[config.mk]
export PLATFORM = sky130hd
export DESIGN_NAME = sdram_modeset_gate
export DESIGN_NICKNAME = d
export VERILOG_FILES = /design/src/rtl/modeset_pkg.sv /design/src/rtl/modeset_ctrl.sv /design/src/rtl/modeset_dp.sv /design/src/rtl/sdram_modeset_gate.sv
export SDC_FILE = /design/constraint.sdc
export NUM_CORES = 1
export LEC_CHECK = 0
export BUFFER_PORTS_ARGS = -buffer_cell sky130_fd_sc_hd__buf_2
export CAP_MARGIN = 20
export CORE_MARGIN = 2
export CORE_UTILIZATION = 35
export CTS_CLUSTER_DIAMETER = 200
export DETAILED_ROUTE_END_ITERATION = 8
export MAX_ROUTING_LAYER = met4
export PLACE_DENSITY = 0.9
export SLEW_MARGIN = 20
export SYNTH_ARGS = -nofsm -noshare
export SYNTH_HDL_FRONTEND = slang
export SYNTH_SLANG_ARGS = --single-unit
[constraint.sdc]
create_clock -name clk -period 1.65 [get_ports clk]
set_input_delay 0 -clock clk [delete_from_list [all_inputs] [get_ports clk]]
set_output_delay 0 -clock clk [all_outputs]
set_load 0.02 [all_outputs]
[src/rtl/modeset_pkg.sv]
package modeset_pkg;

  typedef enum logic [1:0] {
    ST_IDLE = 2'd0,
    ST_MRS  = 2'd1,
    ST_ACK  = 2'd2,
    ST_ERR  = 2'd3
  } ctlState_t;

  // strobes from control to datapath
  typedef struct packed {
    logic loadMrs;
  } ctlStrobe_t;

  // active-low command triple on the SDRAM pins
  typedef struct packed {
    logic rasN;
    logic casN;
    logic weN;
  } sdCmd_t;

  localparam sdCmd_t CMD_NOP = 3'b111;
  localparam sdCmd_t CMD_MRS = 3'b000;

endpackage

[src/rtl/modeset_ctrl.sv]
module modeset_ctrl
  import modeset_pkg::*;
(
  input  logic       clk,
  input  logic       rstN,
  input  logic       cpuReq,
  input  logic       cpuWr,
  input  logic       inWin,
  output ctlStrobe_t strobe,
  output logic       ackWin,
  output logic       errOut,
  output logic       fwdEn
);

  ctlState_t st, stNxt;
  logic      modeDone;

  always_comb begin
    stNxt  = st;
    strobe = '0;
    case (st)
      ST_IDLE: begin
        if (cpuReq) begin
          if (inWin) begin
            if (cpuWr) begin
              stNxt          = ST_MRS;
              strobe.loadMrs = 1'b1;
            end else begin
              stNxt = ST_ACK;
            end
          end else if (!modeDone) begin
            stNxt = ST_ERR;
          end
        end
      end
      ST_MRS:  stNxt = ST_ACK;
      ST_ACK:  stNxt = ST_IDLE;
      ST_ERR:  stNxt = ST_IDLE;
      default: stNxt = ST_IDLE;
    endcase
  end

  always_ff @(posedge clk) begin
    if (!rstN) begin
      st       <= ST_IDLE;
      modeDone <= 1'b0;
    end else begin
      st <= stNxt;
      if (strobe.loadMrs) modeDone <= 1'b1;
    end
  end

  assign ackWin = (st == ST_ACK);
  assign errOut = (st == ST_ERR);
  assign fwdEn  = (st == ST_IDLE) && cpuReq && !inWin && modeDone;

  AST_ACK_TWO_AFTER_LOAD: assert property (@(posedge clk) disable iff (!rstN)
    strobe.loadMrs |=> ##1 ackWin);
  AST_ERR_SINGLE: assert property (@(posedge clk) disable iff (!rstN)
    errOut |=> !errOut);
  AST_ACK_SINGLE: assert property (@(posedge clk) disable iff (!rstN)
    ackWin |=> !ackWin);

endmodule

[src/rtl/modeset_dp.sv]
module modeset_dp
  import modeset_pkg::*;
#(
  parameter int                ADDR_W    = 32,
  parameter int                MODE_W    = 16,
  parameter int                NUM_AREAS = 2,
  parameter logic [ADDR_W-1:0] WIN_BASE  = '0
) (
  input  logic                 clk,
  input  logic                 rstN,
  input  logic [ADDR_W-1:0]    cpuAddr,
  input  logic                 busIs16,
  input  ctlStrobe_t           strobe,
  output logic                 inWin,
  output logic [NUM_AREAS-1:0] sdCsN,
  output logic                 sdRasN,
  output logic                 sdCasN,
  output logic                 sdWeN,
  output logic [MODE_W-1:0]    sdAddr
);

  localparam int WIN_LOG2 = MODE_W + 2;
  localparam int TAG_W    = ADDR_W - WIN_LOG2;
  localparam logic [TAG_W-1:0] WIN_TAG = WIN_BASE[ADDR_W-1:WIN_LOG2];

  // window decode (base is aligned to the window size)
  assign inWin = (cpuAddr[ADDR_W-1:WIN_LOG2] == WIN_TAG);

  // value carried on the address lines, scaled for bus width
  logic [MODE_W-1:0] valWide, valNarrow, modeVal;
  assign valWide   = cpuAddr[MODE_W+1:2];
  assign valNarrow = cpuAddr[MODE_W:1];
  assign modeVal   = busIs16 ? valNarrow : valWide;

  sdCmd_t            cmdQ;
  logic [MODE_W-1:0] addrQ;

  always_ff @(posedge clk) begin
    if (!rstN) begin
      cmdQ  <= CMD_NOP;
      addrQ <= '0;
    end else if (strobe.loadMrs) begin
      cmdQ  <= CMD_MRS;
      addrQ <= modeVal;
    end else begin
      cmdQ  <= CMD_NOP;
      addrQ <= '0;
    end
  end

  // one chip select flop per area; all areas take the same command
  genvar g;
  generate
    for (g = 0; g < NUM_AREAS; g++) begin : gArea
      logic csQ;
      always_ff @(posedge clk) begin
        if (!rstN) csQ <= 1'b1;
        else       csQ <= !strobe.loadMrs;
      end
      assign sdCsN[g] = csQ;
    end
  endgenerate

  assign sdRasN = cmdQ.rasN;
  assign sdCasN = cmdQ.casN;
  assign sdWeN  = cmdQ.weN;
  assign sdAddr = addrQ;

  AST_MRS_ONE_CYCLE: assert property (@(posedge clk) disable iff (!rstN)
    !sdRasN |=> sdRasN);
  AST_ALL_AREAS_SELECTED: assert property (@(posedge clk) disable iff (!rstN)
    (!sdRasN && !sdCasN && !sdWeN) |-> (sdCsN == '0));
  AST_CS_ONLY_WITH_CMD: assert property (@(posedge clk) disable iff (!rstN)
    (sdCsN != {NUM_AREAS{1'b1}}) |-> (!sdRasN && !sdCasN && !sdWeN));

endmodule

[src/rtl/sdram_modeset_gate.sv]
module sdram_modeset_gate
  import modeset_pkg::*;
#(
  parameter int                ADDR_W    = 32,
  parameter int                DATA_W    = 32,
  parameter int                MODE_W    = 16,
  parameter int                NUM_AREAS = 2,
  parameter logic [ADDR_W-1:0] WIN_BASE  = 32'h0FF0_0000
) (
  input  logic                 clk,
  input  logic                 rstN,
  input  logic                 busIs16,
  input  logic                 cpuReq,
  input  logic                 cpuWr,
  input  logic [ADDR_W-1:0]    cpuAddr,
  input  logic [DATA_W-1:0]    cpuWdata,
  output logic                 cpuAck,
  output logic                 cpuErr,
  output logic                 fwdReq,
  output logic                 fwdWr,
  output logic [ADDR_W-1:0]    fwdAddr,
  output logic [DATA_W-1:0]    fwdWdata,
  input  logic                 fwdAck,
  output logic [NUM_AREAS-1:0] sdCsN,
  output logic                 sdRasN,
  output logic                 sdCasN,
  output logic                 sdWeN,
  output logic [MODE_W-1:0]    sdAddr
);

  ctlStrobe_t strobe;
  logic       inWin, ackWin, fwdEn;

  modeset_ctrl uCtrl (
    .clk    (clk),
    .rstN   (rstN),
    .cpuReq (cpuReq),
    .cpuWr  (cpuWr),
    .inWin  (inWin),
    .strobe (strobe),
    .ackWin (ackWin),
    .errOut (cpuErr),
    .fwdEn  (fwdEn)
  );

  modeset_dp #(
    .ADDR_W    (ADDR_W),
    .MODE_W    (MODE_W),
    .NUM_AREAS (NUM_AREAS),
    .WIN_BASE  (WIN_BASE)
  ) uDp (
    .clk     (clk),
    .rstN    (rstN),
    .cpuAddr (cpuAddr),
    .busIs16 (busIs16),
    .strobe  (strobe),
    .inWin   (inWin),
    .sdCsN   (sdCsN),
    .sdRasN  (sdRasN),
    .sdCasN  (sdCasN),
    .sdWeN   (sdWeN),
    .sdAddr  (sdAddr)
  );

  assign fwdReq   = fwdEn;
  assign fwdWr    = cpuWr;
  assign fwdAddr  = cpuAddr;
  assign fwdWdata = cpuWdata;
  assign cpuAck   = ackWin | (fwdEn & fwdAck);

  // shadow of "a command has been seen on the pins", for the checks below
  logic mrsOnPins, everIssued;
  assign mrsOnPins = !sdRasN && !sdCasN && !sdWeN;
  always_ff @(posedge clk) begin
    if (!rstN)          everIssued <= 1'b0;
    else if (mrsOnPins) everIssued <= 1'b1;
  end

  AST_NO_FWD_UNPROGRAMMED: assert property (@(posedge clk) disable iff (!rstN)
    fwdReq |-> everIssued);
  AST_ACK_AFTER_CMD: assert property (@(posedge clk) disable iff (!rstN)
    mrsOnPins |=> cpuAck);
  AST_ERR_NOT_FWD: assert property (@(posedge clk) disable iff (!rstN)
    cpuErr |-> !fwdReq);

endmodule

; ---- Word level (Yosys, flattened, before mapping)
; Cells that the tools add are included.
[word_totals]
register_bits = 23
inputBits = 70
out_inout_bits = 89
elab_cells = 35
[classes]
eq_ne = 6
mux = 11
n_bitwise = 2
reduce_logical = 9
[op_table]
columns = op, n
row1 = 16-bit two-way mux, 1
row2 = 14-bit by 10-bit == test with 1-bit output (second input constant), 1
row3 = 2-bit two-way mux, 4
row4 = 2-bit case mux with 3 select lines, 1
row5 = 2-bit == test (second input constant), 2
row6 = 1-bit two-way mux, 4
row7 = 2-bit AND reduction, 2
row8 = 1-bit logical AND, 3
row9 = 3-bit two-way mux, 1
row10 = 3-bit by 2-bit inequality test with 1-bit output (second input constant), 1
row11 = 2-bit by 1-bit == test with 1-bit output (second input constant), 1
row12 = 1-bit logical NOT, 2
row13 = 2-bit logical NOT, 1
row14 = 2-bit inequality test (second input constant), 1
row15 = 2-bit OR reduction, 1
row16 = 1-bit AND, 1
row17 = 1-bit OR, 1

; ---- Longest topological paths before layout
; Gate-level depths: netlist (run 1).
[logic_depth]
word_depth = 6
mapped_depth = 4
depth_no_buf = 3

; ---- Hierarchy
; Synthesis (run 1) repeated with hierarchy kept, for this count alone.
[hier_totals]
hier_cells = 145
area_unflattened_um2 = 1306.3
[by_module_without_submodules]
columns = mod, n_inst, cells_per_inst, area_per_inst_um2, seq_area_each_um2
row1 = modeset_dp, 1, 62, 656.9, 340.3
row2 = sdram_modeset_gate, 1, 66, 495.5, 0.0
row3 = modeset_ctrl, 1, 17, 153.9, 60.1

; ---- Worst setup path before layout (run 1)
; No wires, ideal clock.
[synth_timing]
path_kind = flip-flop to flip-flop
start = reg uCtrl.st[1]
end = reg uDp.addrQ[15], in the netlist uDp.sdAddr[15]
setup_time_ps = 73
arrival_ps = 1072
required_ps = 1577
setup_slack_ps = 505
stages_incl_launch_ff = 5
n_path_buf = 1
period_less_slack_ps = 1145
cell_sequence = dfxtp_1 and3b_1 nand4_4 buf_6 nor3_4
[synth_via]
elab_chain_len = 3
[synth_lines]
columns = item, line_no
row1 = from (decl), modeset_ctrl.sv:15  ; ctlState_t st, stNxt;
row2 = from (signal assigned), modeset_ctrl.sv:48  ; st <= stNxt;
row3 = 2-bit logical NOT, modeset_ctrl.sv:21  ; case (st)
row4 = 1-bit two-way mux, modeset_ctrl.sv:21
row5 = 2-bit AND reduction (no source line), n/a
row6 = to (signal assigned), modeset_dp.sv:44  ; addrQ <= modeVal;
row7 = to (decl), modeset_dp.sv:36  ; logic [MODE_W-1:0] addrQ;
; No other way between the ends.
; A chain may end at the register's enable or synchronous reset.

; ---- Final worst setup path (run 1)
[layout_timing]
start = reg uCtrl.st[0]
end = reg uDp.addrQ[10], in the netlist uDp.sdAddr[10]
; Same word-level chain as after synthesis.

==> results of run 1 <==
worst max-delay path, delay by kind of cell, from the launching register on:
kind / cells / cell delay (ns)
AND/OR/NAND/NOR: 3 / 0.93
flip-flops: 1 / 0.36
metal layers:
layer  wire length, um  GRT usage (%)
met3               199           1.97
met5                 0              -
met2              1500           20.5
met4                42           4.25
met1              1150           14.6
cells in the final DEF (no fill, tap or decap), types with 2 or more instances in the layout:
cell / Yosys / final
inv_1: 2 / 2
clkbuf_8: 0 / 4
and3b_1: 2 / 2
mux2i_1: 18 / 18
and4_1: 2 / 2
dfxtp_1: 20 / 20
nor2_1: 2 / 2
nor3_2: 9 / 9
nand2_1: 3 / 3
nand3_1: 2 / 2
nor3_1: 7 / 7
buf_2: 3 / 92
power groups by stage:
stage / clock, mW / sequential [mW] / combinational, mW
CTS: 0.381 / 0.491 / 0.232
global placement: 0 / 0.501 / 0.226
detailed placement: 0 / 0.502 / 0.229
finish: 0.370 / 0.491 / 0.229
global route: 0.399 / 0.492 / 0.250
floorplan: 0 / 0.501 / 0.296
state kept, by name, indices dropped and copies added, names as in the netlist:
name and cells:
uDp.gArea.csQ 1, uCtrl.modeDone 1, uDp.sdAddr 16, uCtrl.st 2
cell type report:
cell class | instances | area, um2 | share of cell area, %
flip-flops and latches | 20 | 400 | 26.7
multi-input cells | 58 | 498 | 33.2
clock buffers | 4 | 55.1 | 3.67
inverters | 2 | 7.51 | 0.500
repair buffers | 94 | 478 | 31.8
well taps | 50 | 62.6 | 4.17
through the flow:
step                      setup WS (ns)  hold WS, ns  total power [mW]  instance area (um2)
final                             0.287   0.00000560              1.09                 1500
after global routing              0.130    0.0000292              1.14                 1500
after CTS                         0.286     0.000137              1.10                 1500
after detailed placement          0.293     0.000137             0.731                 1440
after global placement            0.361     0.000137             0.727                 1440
after floorplan                   0.505        0.113             0.797                 1450
how the worst max path moves through the flow:
stage | start | to | slack (ns)
finish | uCtrl.st[0] | uDp.sdAddr[10] | 0.29
global route | uCtrl.st[0] | uDp.sdAddr[9] | 0.13
CTS | uCtrl.st[0] | uDp.sdAddr[12] | 0.29
detailed placement | uCtrl.st[0] | uDp.sdAddr[12] | 0.29
global placement | uCtrl.st[1] | uDp.sdAddr[13] | 0.36
floorplan | uCtrl.st[1] | uDp.sdAddr[15] | 0.50
logic make-up after synthesis:
| logic type | synth area share (%) |
|---|---|
| and+or+nand+nor | 20.8 |
| DFF | 27.6 |
| AOI/OAI and AO/OA | 1.12 |
| buffers and inverters | 38.1 |
| muxes | 12.4 |
==> impl_metrics.tcl, run 1 <==
set metrics [dict create \
    status "complete, no violations" \
    synthCells 153 \
    crit_path_end_kind "register" \
    die_area_mm2 0.00467 \
    async_flop_share_pct 0 \
    start_util_pct 36.3 \
    min_period_over_period_pct 82.6 \
    n_antenna_cell 0 \
    rr_worst_depth 3 \
    nFillCells 417 \
    gp_congestion 0.717 \
    rsz0062_at_grt "false" \
    vias 1023 \
    ant_nets 0 \
    die_h_um 68.4 \
    synth.area.top_cells "buf_4 (36%), dfxtp_1 (28%), mux2i_1 (12%), nor3_2 (6.2%), nor3_1 (2.4%)" \
    cts_tree "built" \
    worst_ir_drop_vdd_mv 0.268 \
    critical_path.cell_chain "nor2b_1, nand4_4, nor3_1" \
    hold_violations 0 \
    hold_depth 0 \
    finalCriticalPeriod_ns 1.36 \
    worstPathMaxFanout 16 \
    grt_pass1_vias 939 \
    slew_headroom_pct 68.6 \
    row_count 23 \
    max_freq_ghz 0.734 \
    slowest_delay_ns 0.36 \
    wl_per_cell_um 12.6 \
    port_buffers 92 \
    cp.required_ns 1.82 \
    critPathLaunchType "register" \
    setup_viol 0 \
    hpwl_um 2320 \
    synth-seq-cells 20 \
    root_buffer "clkbuf_8" \
    layout.cells.non_filler 228 \
    p_int_uw 790 \
    p_leak_nw 0.779 \
    ios 159 \
    grt-ovfl-total 0 \
    track_usage_pct 12.1 \
    post_cts_buffers 0 \
    ctsHoldBuffers 1 \
    whs_endpoint "fwdWdata[17]" \
    maxCapViolations 0 \
    placeableCoreArea_mm2 0.00400 \
    synth.cell_area_mm2 0.00145 \
    cts_resized 0 \
    finClkSkew_ns 0.00735 \
    via_per_inst 4.49 \
    slowest_stage "dfxtp_1" \
    antenna_found_initial 0 \
    ys_seq_area_share_pct 27.6 \
    grt_pass1_wl_um 4270 \
    dp.cells 223 \
    synth-edff-count 0 \
    htree_levels 1 \
    p_clk_share_pct 33.9 \
    synth_most_common_cell "buf_4" \
    slew_viol_final 0 \
    clock_latency_ns 0.25 \
    hold_path_class "input port to primary output" \
    synth_top_area_share_pct 35.7 \
    ys.flop_type "dfxtp_1" \
    cts_buffer_depth 2 \
    finalNetCount 249 \
    swShare_pct 27.5 \
    drive_above_1_share_pct 61.8 \
    clock_sinks 20 \
    p_comb_share_pct 21.1 \
    yosys.area.top_type "buf_4" \
    worst-r2r-setup-slack_ns 0.29 \
    final_util_pct 37.5 \
    min_from "cpuWdata[17]" \
    power.density_mw_per_mm2 726 \
    seq_power_share_pct 45.0 \
    syn_area_per_cell_um2 9.48 \
    synthTopCellsByCount "buf_4 (69), dfxtp_1 (20), mux2i_1 (18), nor3_2 (9), nor3_1 (7)" \
    drc 0 \
    ys_warn_count 0 \
    drt_iter0_drc 34 \
    r2r-start "uCtrl.st[0]" \
    die_w_um 68.4 \
    path_class "register to register" \
    numCtsBuffers 3 \
    worstMarginPinSlew_ns 0.472 \
    cts.clk_slew.worst_paths_ns 0.07 \
    crit_arrival_ns 1.53 \
    drt_wl_total_um 2880 \
    r2r_end "uDp.sdAddr[10]" \
    grt_max_degree 17 \
    fin_setup_tns_ns 0 \
    yosysUniqueCellTypes 26 \
    firstDrtPassIters 3 \
    p_sw_uw 299 \
    area_delta_synth_final_pct 3.54 \
    synth_fp_nets 223 \
]
Note: power is estimated with default switching activity, not from simulation.
==> run 2, diff against run 1 <==
- CORE_UTILIZATION: 35 -> 31
- PLACE_DENSITY: 0.9 -> 0.85
- clock period: 1.65 -> 1.2 ns (I/O delays scaled with it)
==> run 2 against run 1 <==
  * Cell count increased by 3.1%
  * First-iteration DRC count decreased by 18%
  * Register-to-register slack got worse by 0.24 ns
  * Non-clock buffer count increased by 5
  * Highest routed layer unchanged
  * Via count increased by 1.7%
==> impl_metrics.tcl, run 2 (synthesis results as in run 1) <==
set metrics [dict create \
    status "complete, no violations" \
    area_delta_synth_final_pct 11.4 \
    rsz0062_at_grt "true" \
    setup_viol 0 \
    finalNetCount 254 \
    swShare_pct 26.3 \
    slowest_stage "dfxtp_2" \
    p_clk_share_pct 40.6 \
    port_buffers 92 \
    hold_violations 0 \
    placeableCoreArea_mm2 0.00444 \
    finalCriticalPeriod_ns 1.17 \
    seq_power_share_pct 39.5 \
    clock_latency_ns 0.27 \
    p_leak_nw 0.836 \
    final_cell_mix "buf_2 (90), mux2i_1 (18), dfxtp_1 (18)" \
    largest_reg_flops 16 \
    post_dp_cell_area_mm2 0.00151 \
    hold_path_class "input port to primary output" \
    drc 0 \
    nFillCells 466 \
    root_buffer "clkbuf_8" \
    crit_family "flip-flops" \
    die_w_um 72.4 \
    post_cts_buffers 0 \
    row_count 24 \
    drt_iter0_drc 28 \
    cts_tree "built" \
    grt_pass1_wl_um 4690 \
    clock_sinks 20 \
    numCtsBuffers 3 \
    min_period_over_period_pct 97.8 \
    maxCapViolations 0 \
    final_area_mm2 0.00162 \
    drive_above_1_share_pct 65.6 \
    cts_buffer_depth 2 \
    drt_wl_total_um 3100 \
    antenna_found_initial 0 \
    die_h_um 72.4 \
    track_usage_pct 11.8 \
    slew_headroom_pct 75.8 \
    p_int_mw 1.26 \
    critPathLaunchType "register" \
    slowest_delay_ns 0.33 \
    grt-ovfl-total 0 \
    gp_congestion 0.786 \
    grt_pass1_vias 991 \
    max_freq_ghz 0.852 \
    firstDrtPassIters 4 \
    final_common_cell "buf_2" \
    worstPathMaxFanout 6 \
    power.density_mw_per_mm2 1060 \
    total_power_mw 1.71 \
    grt_max_degree 17 \
    worstMarginPinSlew_ns 0.361 \
    fin_setup_tns_ns 0 \
    finClkSkew_ns 0.00504 \
    start_util_pct 32.6 \
    vias 1040 \
    worst_ir_drop_vdd_mv 0.353 \
    ios 159 \
    htree_levels 1 \
    path_class "register to primary output" \
    critical_path.cell_chain "buf_6, nand4b_1, o22ai_1, buf_4" \
    wl_per_cell_um 13.2 \
    p_comb_share_pct 20.0 \
    n_antenna_cell 0 \
    cp.required_ns 1.20 \
    hpwl_um 2520 \
    critPathBufInv 2 \
    crit_arrival_ns 1.17 \
    via_per_inst 4.43 \
    cts.clk_slew.worst_paths_ns 0.08 \
    die_area_mm2 0.00524 \
    crit_path_end_kind "primary output" \
    slew_viol_final 0 \
    p_sw_uw 450 \
    ant_nets 0 \
]
## run 2: worst paths after layout
check	from	to	slack [ns]	cells past startpoint
hold / removal	cpuWdata[12]	fwdWdata[12]	0.000008	0
setup reg to reg	uCtrl.st[1]	uDp.sdAddr[9]	0.05	4
setup / recovery	uCtrl.st[0]	cpuAck	0.03	4
hold reg to reg	uCtrl.modeDone	uCtrl.modeDone	0.51	2
## run 2: stage by stage
step	hold slack, ns	std cells	util [%]	setup WS [ns]
2_1_floorplan	0.113	153	-	0.0550
3_3_place_gp	0.000137	231	34.0	0.0791
3_5_place_dp	0.000137	231	34.0	-0.00754
4_1_cts	0.000137	236	35.9	0.00672
5_1_grt	0.0000297	235	36.3	-0.0183
6_report	0.00000778	235	36.3	0.0259
## run 2: final cells by class
cell class	instances	area, um2	area share (%)
Clock buffer	3	41.3	2.56
Inverter	2	7.51	0.465
Sequential cell	20	403	24.9
Tap cell	52	65.1	4.03
Timing Repair Buffer	99	553	34.2
Clock inverter	1	30.0	1.86
Multi-Input combinational cell	58	515	31.9
## run 2: worst register-to-register path: stages (launching register included)
cell	delay, ns
dfxtp_2	0.34
and3b_2	0.27
nand4_4	0.13
buf_12	0.19
nor3_1	0.16
## run 2: power by group through the flow
stage / combinational (mW) / clock, mW / sequential [mW]
after CTS: 0.341 / 0.701 / 0.672
after global placement: 0.332 / 0 / 0.687
after floorplan: 0.407 / 0 / 0.688
final: 0.341 / 0.693 / 0.674
after global routing: 0.369 / 0.725 / 0.675
after detailed placement: 0.337 / 0 / 0.688
## run 2: repair_timing
item / CTS / global route
resized for setup: 2 / 7
pin swaps: 0 / 2
hold buffers: 1 / 0
endpoints found under the setup margin: 2 / 11
hold endpoints to repair: 1 / 0
## run 2: routing by layer
| metal | GRT usage, % | part of all wire (%) |
|---|---|---|
| met1 | 14.6 | 44 |
| met3 | 1.67 | 7.0 |
| met2 | 18.5 | 46 |
| met5 | - | 0 |
| met4 | 6.38 | 2.8 |
==> run 3, diff against run 2 <==
- CORE_UTILIZATION: 31 -> 35
- PLACE_DENSITY: 0.85 -> 0.9
- clock period: 1.2 -> 1.1 ns (I/O delays scaled with it)
==> run 3 against run 2 <==
  * The flow now finishes with violations (negative setup slack)
  * Combinational power grew 21%
  * Non-clock buffer count grew 2
  * Worst hold slack is essentially flat
  * Via count grew 1.2%
  * Flip-flop and latch count is the same
  * First-iteration DRC count shrank 50%
  * Global-route usage grew 0.56 points
  * Sequential share of layout area shrank 1.8 points
  * Clock skew shrank 0.0046 ns
  * Clock power shrank 35%
  * Clock-buffer cell count is the same
==> impl_metrics.tcl, run 3 (synthesis results as in run 1) <==
set metrics [dict create \
    status "complete, but fails checks" \
    violations "negative setup slack" \
    ios 159 \
    grt_max_degree 17 \
    placeableCoreArea_mm2 0.00400 \
    grt-ovfl-total 0 \
    final_common_cell "buf_2" \
    layout.cells.non_filler 234 \
    via_per_inst 4.50 \
    slew_viol_final 0 \
    largest_reg_flops 16 \
    hold_violations 0 \
    finalNetCount 256 \
    numCtsBuffers 3 \
    ant_nets 0 \
    die_h_um 68.4 \
    drt_wl_total_um 3080 \
    post_dp_cell_area_mm2 0.00150 \
    p_int_mw 1.14 \
    min_period_over_period_pct 105 \
    swShare_pct 28.5 \
    dp.cells 228 \
    drive_above_1_share_pct 71.2 \
    total_power_mw 1.60 \
    area_delta_synth_final_pct 19.8 \
    setup_viol 12 \
    max_freq_ghz 0.866 \
    start_util_pct 36.3 \
    wl_per_cell_um 13.2 \
    final_area_mm2 0.00174 \
    hpwl_um 2380 \
    met1_usage_pct 14.0 \
    maxCapViolations 0 \
    cts.clk_slew.worst_paths_ns 0.07 \
    slew_headroom_pct 72.8 \
    gp_congestion 0.737 \
    grt_util_met2_pct 21.1 \
    worst_ir_drop_vdd_mv 0.508 \
    grtUsageMet3_pct 2.96 \
    crit_arrival_ns 1.15 \
    drc 0 \
    p_leak_nw 0.933 \
    multiInputGateArea_um2 632 \
    root_buffer "clkbuf_8" \
    clock_sinks 20 \
    track_usage_pct 12.4 \
    critPathLaunchType "register" \
    hold_path_class "input port to primary output" \
    worstMarginPinSlew_ns 0.408 \
    regArea_um2 403 \
    vias 1052 \
    port_buffers 92 \
    die_w_um 68.4 \
    power.density_mw_per_mm2 921 \
    grt_pass1_vias 926 \
    row_count 23 \
    die_area_mm2 0.00467 \
    cp.required_ns 1.10 \
    crit_path_end_kind "primary output" \
    firstDrtPassIters 4 \
    cts_tree "built" \
    grt-busiest-layer "met2" \
    p_sw_uw 456 \
    nFillCells 400 \
    antenna_found_initial 0 \
    finClkSkew_ns 0.000406 \
    seq_power_share_pct 45.9 \
    cts_buffer_depth 2 \
    worstPathMaxFanout 4 \
    drt_iter0_drc 14 \
    dp_slack_ns -0.0230 \
    p_comb_share_pct 25.8 \
    finalCriticalPeriod_ns 1.15 \
    ctsHoldBuffers 0 \
    fin_ws_ns -0.0549 \
    path_class "register to primary output" \
    grt_pass1_wl_um 4240 \
    rsz0062_at_grt "true" \
    clock_latency_ns 0.24 \
    n_antenna_cell 0 \
    final_cell_mix "buf_2 (89), mux2i_1 (18), dfxtp_1 (18)" \
    htree_levels 1 \
    p_clk_share_pct 28.3 \
]
run 3: changes by cell type in the layout (fill, tap and decap cells not counted), moves of 2 or more:
cell / change
nor3_4: +11
nor3_2: -6
nor3_1: -5
buf_4: +2
run 3: path summary, 6_finish.rpt:
path              cells after the start  slack [ns]          from                to
hold / removal                        0    0.000009  cpuWdata[17]      fwdWdata[17]
setup reg to reg                      4       -0.02   uCtrl.st[1]     uDp.sdAddr[7]
setup / recovery                      5       -0.05   uCtrl.st[1]            fwdReq
hold reg to reg                       2        0.53   uCtrl.st[0]  uDp.gArea[1].csQ
run 3: cell type report:
cell class / instances / share of cell area [%]
Sequential cell: 20 / 23.2
Multi-Input combinational cell: 58 / 36.4
Inverter: 2 / 0.576
Timing Repair Buffer: 101 / 33.9
Tap cell: 50 / 3.60
Clock buffer: 3 / 2.38
run 3: stage by stage:
step | setup TNS [ns] | util, % | hold slack [ns]
finish | -0.219 | 43.4 | 0.00000881
global route | -1.37 | 43.4 | 0.0000292
CTS | -0.138 | 39.9 | 0.000137
detailed placement | -0.0646 | 37.6 | 0.000137
global placement | 0 | 37.6 | 0.000137
floorplan | 0 | - | 0.113
run 3: power groups by stage:
stage                     Sequential [mW]  Clock (mW)  Combinational, mW
after global routing                0.736       0.493              0.442
final                               0.736       0.452              0.413
after global placement              0.749           0              0.364
after CTS                           0.734       0.466              0.385
after detailed placement            0.750           0              0.371
after floorplan                     0.752           0              0.446
run 3: metal layers:
metal  routed length (um)  vias up
met4                   40        0
met3                  208        6
met1                 1200      488
met2                 1630       45
li1                     -      513
met5                    0        -
run 3: repair_timing:
action                     4_1_cts  5_1_grt
resized for setup               10       21
cloned                           0        1
pin swaps                        1        8
buffers inserted                 1        1
setup endpoints to repair        9       20
run 3: critical path: stages (launching register included):
cell	delay [ns]
dfxtp_2	0.33
buf_6	0.13
inv_4	0.05
nand3_2	0.07
nor3_2	0.18
buf_4	0.16
